===== config.mk =====
export PLATFORM = sky130hd
export DESIGN_NAME = bus_xfer_mod
export DESIGN_NICKNAME = d
export VERILOG_FILES = /design/src/rtl/bxm_pkg.sv /design/src/rtl/bxm_modify.sv /design/src/rtl/bxm_flags.sv /design/src/rtl/bxm_skip.sv /design/src/rtl/bus_xfer_mod.sv
export SDC_FILE = /design/constraint.sdc
export NUM_CORES = 1
export LEC_CHECK = 0
export BUFFER_PORTS_ARGS = -buffer_cell sky130_fd_sc_hd__buf_2
export CAP_MARGIN = 20
export CORE_MARGIN = 1
export CORE_UTILIZATION = 40
export DETAILED_ROUTE_END_ITERATION = 10
export GPL_TIMING_DRIVEN = 0
export MAX_ROUTING_LAYER = met4
export PLACE_DENSITY_LB_ADDON = 0.12
export SLEW_MARGIN = 30
export SYNTH_ARGS = -nofsm -noshare
export SYNTH_HDL_FRONTEND = slang
export SYNTH_SLANG_ARGS = --single-unit

===== constraint.sdc =====
create_clock -name clk -period 5.35 [get_ports clk]
set_input_delay 0.535 -clock clk [delete_from_list [all_inputs] [get_ports clk]]
set_output_delay 0.535 -clock clk [all_outputs]
set_load 0.05 [all_outputs]

===== src/rtl/bxm_pkg.sv =====
package bxm_pkg;
  typedef enum logic [1:0] {
    MOD_PASS = 2'b00,
    MOD_INC  = 2'b01,
    MOD_ROL  = 2'b10,
    MOD_ROR  = 2'b11
  } mod_e;

  typedef enum logic [1:0] {
    LK_KEEP = 2'b00,
    LK_CLR  = 2'b01,
    LK_SET  = 2'b10,
    LK_TGL  = 2'b11
  } lk_e;
endpackage


===== src/rtl/bxm_modify.sv =====
module bxm_modify
  import bxm_pkg::*;
#(
  parameter int DW = 16
) (
  input  logic [DW-1:0] din,
  input  logic          inv,
  input  mod_e          mode,
  input  logic          link_in,
  output logic [DW-1:0] dout,
  output logic          link_out,
  output logic          link_upd,
  output logic          carry_out,
  output logic          carry_upd
);
  localparam int RW = DW + 1;

  logic [DW-1:0] opnd;
  logic [RW-1:0] sum;

  assign opnd = inv ? ~din : din;
  assign sum  = {1'b0, opnd} + {{DW{1'b0}}, 1'b1};

  always_comb begin
    dout      = opnd;
    link_out  = link_in;
    link_upd  = 1'b0;
    carry_out = 1'b0;
    carry_upd = 1'b0;
    unique case (mode)
      MOD_PASS: ;
      MOD_INC: begin
        dout      = sum[DW-1:0];
        carry_out = sum[DW];
        carry_upd = 1'b1;
      end
      MOD_ROL: begin
        dout     = {opnd[DW-2:0], link_in};
        link_out = opnd[DW-1];
        link_upd = 1'b1;
      end
      MOD_ROR: begin
        dout     = {link_in, opnd[DW-1:1]};
        link_out = opnd[0];
        link_upd = 1'b1;
      end
      default: ;
    endcase
  end
endmodule


===== src/rtl/bxm_flags.sv =====
module bxm_flags
  import bxm_pkg::*;
(
  input  logic clk,
  input  logic rst,
  input  logic xfer_en,
  input  logic link_upd,
  input  logic link_nxt,
  input  logic carry_upd,
  input  logic carry_nxt,
  input  logic cmd_en,
  input  lk_e  cmd,
  output logic link_r,
  output logic carry_r
);
  logic link_mid;
  logic link_fin;

  always_comb begin
    link_mid = (xfer_en && link_upd) ? link_nxt : link_r;
    link_fin = link_mid;
    if (cmd_en) begin
      unique case (cmd)
        LK_KEEP: link_fin = link_mid;
        LK_CLR:  link_fin = 1'b0;
        LK_SET:  link_fin = 1'b1;
        LK_TGL:  link_fin = ~link_mid;
        default: link_fin = link_mid;
      endcase
    end
  end

  always_ff @(posedge clk) begin
    if (rst) begin
      link_r  <= 1'b0;
      carry_r <= 1'b0;
    end else begin
      link_r <= link_fin;
      if (xfer_en && carry_upd) carry_r <= carry_nxt;
    end
  end
endmodule


===== src/rtl/bxm_skip.sv =====
module bxm_skip (
  input  logic       clk,
  input  logic       rst,
  input  logic       test_en,
  input  logic [3:0] req,
  input  logic       link,
  input  logic       carry,
  output logic       take
);
  logic cond;

  assign cond = req[3] | (req[2] & link) | (req[1] & carry);

  always_ff @(posedge clk) begin
    if (rst) take <= 1'b0;
    else     take <= test_en & (cond ^ req[0]);
  end
endmodule


===== src/rtl/bus_xfer_mod.sv =====
module bus_xfer_mod
  import bxm_pkg::*;
#(
  parameter int DW = 16,
  parameter int OPW = 4,
  parameter int SKW = 4
) (
  input  logic           clk,
  input  logic           rst,
  input  logic           xfer_vld,
  input  logic [OPW-1:0] xfer_op,
  input  logic [DW-1:0]  src_data,
  input  logic           fo_vld,
  input  logic [1:0]     fo_cmd,
  input  logic           fo_halt,
  input  logic           sk_vld,
  input  logic [SKW-1:0] sk_req,
  output logic [DW-1:0]  res_data,
  output logic           res_vld,
  output logic           link_q,
  output logic           carry_q,
  output logic           halt_req,
  output logic           sk_take
);
  localparam int INV_BIT = 1;
  localparam int MOD_LSB = 2;

  mod_e          mode;
  logic [DW-1:0] mod_out;
  logic          lk_nxt, lk_upd, cy_nxt, cy_upd;

  assign mode = mod_e'(xfer_op[MOD_LSB +: 2]);

  bxm_modify #(.DW(DW)) u_mod (
    .din       (src_data),
    .inv       (xfer_op[INV_BIT]),
    .mode      (mode),
    .link_in   (link_q),
    .dout      (mod_out),
    .link_out  (lk_nxt),
    .link_upd  (lk_upd),
    .carry_out (cy_nxt),
    .carry_upd (cy_upd)
  );

  bxm_flags u_flags (
    .clk       (clk),
    .rst       (rst),
    .xfer_en   (xfer_vld),
    .link_upd  (lk_upd),
    .link_nxt  (lk_nxt),
    .carry_upd (cy_upd),
    .carry_nxt (cy_nxt),
    .cmd_en    (fo_vld),
    .cmd       (lk_e'(fo_cmd)),
    .link_r    (link_q),
    .carry_r   (carry_q)
  );

  bxm_skip u_skip (
    .clk     (clk),
    .rst     (rst),
    .test_en (sk_vld),
    .req     (sk_req[3:0]),
    .link    (link_q),
    .carry   (carry_q),
    .take    (sk_take)
  );

  always_ff @(posedge clk) begin
    if (rst) begin
      res_data <= '0;
      res_vld  <= 1'b0;
      halt_req <= 1'b0;
    end else begin
      res_vld  <= xfer_vld;
      halt_req <= fo_vld & fo_halt;
      if (xfer_vld) res_data <= mod_out;
    end
  end
endmodule


After elaboration in Yosys (flattened, before gate mapping)

Cells that the tools add are included.

Register bits after elaboration: 21
Output and inout bits: 21

Add/subtract/negate cells: 1
Eq/ne operators: 6
Muxes and demuxes: 9
Bitwise operators: 9
Reduce and logical (&&, ||, !) cells: 4

Operators with widths:

| operator                                                        | number |
|---|---|
| 16-bit one-hot mux with 3 select lines                          | 1 |
| 16-bit by 1-bit adder with 17-bit output, second input constant | 1 |
| 16-bit two-way mux                                              | 1 |
| 16-bit inverter                                                 | 1 |
| 2-bit == test, second input constant                            | 4 |
| 1-bit two-way mux                                               | 5 |
| 1-bit bitwise AND                                               | 4 |
| 2-bit by 1-bit == test with 1-bit output, second input constant | 2 |
| 1-bit one-hot mux with 4 select lines                           | 1 |
| 1-bit logical AND                                               | 2 |
| 2-bit zero test                                                 | 1 |
| 1-bit OR                                                        | 2 |
| 1-bit one-hot mux with 2 select lines                           | 1 |
| 2-bit OR reduction                                              | 1 |
| 1-bit inverter                                                  | 1 |
| 1-bit bitwise XOR                                               | 1 |

Longest topological paths before layout

Word-level depth: 8
Gate-level depth with buffers: 8

By module

From an unflattened synthesis, not the netlist that was laid out.

Cells, all modules: 292
Area total of the unflattened synthesis: 2263.4 µm²

Modules (own cells, without submodules):

| module       | area an instance (µm²) | cells an instance | seq. area each (µm²) | times used |
|---|---|---|---|---|
| bxm_modify   | 1460.2                 | 218               | 0.0                  | 1 |
| bus_xfer_mod | 635.6                  | 57                | 360.3                | 1 |
| bxm_flags    | 106.4                  | 12                | 40.0                 | 1 |
| bxm_skip     | 61.3                   | 5                 | 20.0                 | 1 |

Worst setup path after synthesis

No wires, ideal clock.

Path type: in2reg
Start: in src_data[7]
End: reg res_data[12]
Arrival: 2354 ps
Data required time: 5262 ps
Cell stages on the path: 7
Setup time: 88 ps
Setup slack: 2908 ps
Path through: buf_2 or4b_2 nand2_1 nand2_4 mux2_4 a211o_1 a311oi_2

Word-level cells in the longest chain between the ends: 4

RTL lines:

| element                                      | line               | source |
|---|---|---|
| start: declaration                           | bus_xfer_mod.sv:12 | `input logic [DW-1:0] src_data,` |
| 16-bit inverter                              | bxm_modify.sv:21   | `assign opnd = inv ? ~din : din;` |
| 16-bit two-way mux (*)                       | bxm_modify.sv:21   |  |
| 16-bit by 1-bit adder with 17-bit output (*) | bxm_modify.sv:22   | `assign sum = {1'b0, opnd} + {{DW{1'b0}}, 1'b1};` |
| 16-bit one-hot mux with 3 select lines (*)   | bxm_modify.sv:30   | `unique case (mode)` |
| end signal: assignment                       | bus_xfer_mod.sv:78 | `if (xfer_vld) res_data <= mod_out;` |
| end: declaration                             | bus_xfer_mod.sv:18 | `output logic [DW-1:0] res_data,` |

Mark *: on every way between the ends. The rest lies on a longest branch, timed or not.
A chain may end at the register's enable or synchronous reset.

Worst setup path in the final report

Start: in xfer_op[1]
End: reg res_data[10]

Word-level cells in the longest chain between the ends: 3

RTL lines:

| element                                    | line               | source |
|---|---|---|
| start: declaration                         | bus_xfer_mod.sv:11 | `input logic [OPW-1:0] xfer_op,` |
| 16-bit two-way mux (*)                     | bxm_modify.sv:21   |  |
| 16-bit by 1-bit adder with 17-bit output   | bxm_modify.sv:22   |  |
| 16-bit one-hot mux with 3 select lines (*) | bxm_modify.sv:30   |  |

Marks and branches as above.

==> summary.md <==
| Metric | Value |
|---|---|
| Yosys top cell by area | `dfxtp_1` |
| Residual DRC | `0` |
| GRT overflow | `0` |
| Cells after Synth | `290` |
| Crit Path Class | `in -> reg` |
| Initial DRT Pass Iterations | `4` |
| Distinct cell type count after synthesis | `51` |
| Fin. max-slew vios | `0` |
| Initial antenna violation count | `0` |
| Fmax | `402 MHz` |
| Sequential area share after synthesis | `0.195` |
| PwrDens | `199 mW/mm^2` |
| First-pass GRT wire length | `10.2 mm` |
| Clock sink total | `21` |
| Ys flop type | `dfxtp_1` |
| Vias in the first global route | `2006` |
| Yosys reg bits | `21` |
| Postcts setup bufs | `0` |
| Worst skew pair latency | `0.26 ns` |
| Clock-pin slew on the worst setup and hold paths | `0.07 ns` |
| Pin count of the biggest net entering global routing | `12` |
| Outcome | `complete, no violations` |
| Critical Path AT | `2.63 ns` |
| Die ar. | `0.00568 sq mm` |
| Setup_tns | `0 ns` |
| Setup WS post-layout | `2.86 ns` |
| Post-CTS Resized | `0` |
| Placer Congestion | `0.868` |
| Leak | `1.03 nW` |
| CP startpoint kind | `primary input` |
| CTS tree | `yes` |
| CTS H-tree lvls | `1` |
| Vias | `2256` |
| Chip Width | `75.4 um` |
| Vias/cell | `5.58` |
| Max VDD drop | `0.115 mV` |
| Worst Path Required | `5.49 ns` |
| Layout Nets | `367` |
| Fin crit period | `2.49 ns` |
| Clk_skew | `0.00170 ns` |
| Hold Fails Final Rpt | `0` |
| DR WL/cell | `15.8 um` |
| Antenna viol nets, final | `0` |
| CTS root buf | `clkbuf_8` |
| Mapped Area | `0.00215 sq mm` |
| Slew of the pin with the lowest slew margin | `0.653 ns` |
| Max clock buf depth | `2` |
| Post-synth top cells | `xnor2_1, a21oi_1, nor2_1` |
| Post-synth EDFFs | `0` |
| Drt initial violations | `129` |
| All-Layer GR Usage | `0.245` |
| Final Setup Violations | `0` |
| Syn Nets | `322` |
| Top area cells in the synthesized netlist | `dfxtp_1, xnor2_1, mux2i_1, a21oi_1, nor2_1` |
| Rel. slew slack | `0.564` |
| Number of buffers created by CTS | `3` |
| Final wirelength | `6.40 mm` |
| Final period util | `0.465` |
| Share of cells above drive strength 1 | `0.195` |
| RSZ-0062 raised after global routing | `false` |
| Maxcap violations | `0` |
| Count leader, synth | `xnor2_1` |
| Crit end category | `flop` |
| DP HPWL | `4.87 mm` |
| Post-synthesis average cell area | `7.42 sq um` |
| Hold crit path type | `reg -> reg` |
| I/O Buffers | `40` |
| Share of the synthesized area in the top cell type | `0.195` |
| Total area of sequential cells | `420 sq um` |
| Fillers | `561` |
| Synth Warn # | `0` |
| Multi-input gate area | `0.00156 sq mm` |
| Area grow syn2layout | `15.5%` |
| Setup slack at placement | `2.58 ns` |
| Number of I/O pins | `53` |
| FP Rows | `26` |
| Core area | `0.00514 sq mm` |
| Initial Utilization | `0.419` |
| Die span in y | `75.4 um` |
| Ys async rst share | `0` |
| Largest fanout on the critical path | `10` |
| Diode count | `0` |
| Hold buffer count at cts | `0` |
## layer usage
layer	global-route usage	wire, um	vias up
met2	0.375	2790	88
met1	0.340	3130	1033
met4	0.0844	80	0
li1	-	-	1126
met3	0.0172	404	9
met5	-	0	-
## cells in the final DEF, fill, tap and decap left out, drive strengths merged, types with 7 or more instances in the layout
cell     n
xnor2   30
mux2i   22
a21oi   28
dfxtp   21
o22ai   10
inv      7
nor2    28
clkbuf  20
o21ai    7
xor2     8
nand2   25
nand3    9
buf     55
## power by group
part           internal (W)  leakage (nW)  switching (W)  total, W
Clock             0.0000530        0.0228      0.0000486  0.000102
Sequential         0.000168         0.174     0.00000598  0.000174
Combinational     0.0000758         0.833       0.000142  0.000218
Total              0.000297          1.03       0.000196  0.000494
## final cells by class
cell class	count	share of cell area
sequential	21	0.169
multi-input combinational	230	0.627
tap	70	0.0352
clock buffer	4	0.0181
buffer	31	0.0579
inverter	8	0.0121
timing repair buffer	40	0.0806
## sequential cells by signal, indices dropped and copies added (netlist names)
| register | cells |
|---|---|
| u_flags.link_r | 1 |
| res_vld | 1 |
| u_flags.carry_r | 1 |
| u_skip.take | 1 |
| res_data | 16 |
| halt_req | 1 |
## critical path, stage by stage
cell and delay (ns):
buf_2 0.16, buf_2 0.24, buf_1 0.54, clkbuf_1 0.50, o221ai_1 0.21, o21ai_0 0.12
o2111ai_1 0.12, nand2_1 0.10, o21ai_0 0.09
## metrics by stage
step | utilization | hold WS (ns) | cells | total power, W | cell area, sq um
6_report | 0.483 | 0.452 | 404 | 0.000494 | 2480
5_1_grt | 0.483 | 0.480 | 404 | 0.000524 | 2480
4_1_cts | 0.483 | 0.455 | 404 | 0.000494 | 2480
3_5_place_dp | 0.475 | 0.445 | 400 | 0.000394 | 2440
3_3_place_gp | 0.475 | 0.443 | 400 | 0.000392 | 2440
2_1_floorplan | - | 0.624 | 290 | 0.000342 | 2150
## final timing paths
check / startpoint / endpoint / slack [ns] / cells after the start
worst max-delay path: xfer_op[1] / res_data[10]$_SDFFE_PP0P_ / 2.86 / 9
worst min-delay path: res_data[3]$_SDFFE_PP0P_ / res_data[3]$_SDFFE_PP0P_ / 0.45 / 2
worst max register to register: res_data[10]$_SDFFE_PP0P_ / res_data[10]$_SDFFE_PP0P_ / 4.30 / 4
worst min register to register: res_data[3]$_SDFFE_PP0P_ / res_data[3]$_SDFFE_PP0P_ / 0.45 / 2
## kinds of logic (layout without fill, tap and decap cells)
group	count (synthesis)	count (layout)	share of synthesized area
flip-flops	21	21	0.195
AO/OA/AOI/OAI	77	77	0.244
AND/OR/NAND/NOR	92	92	0.216
XOR/XNOR	38	38	0.155
multiplexers	23	23	0.109
buffers and inverters	39	83	0.0808
No activity file was read; power rests on OpenSTA's default activity.
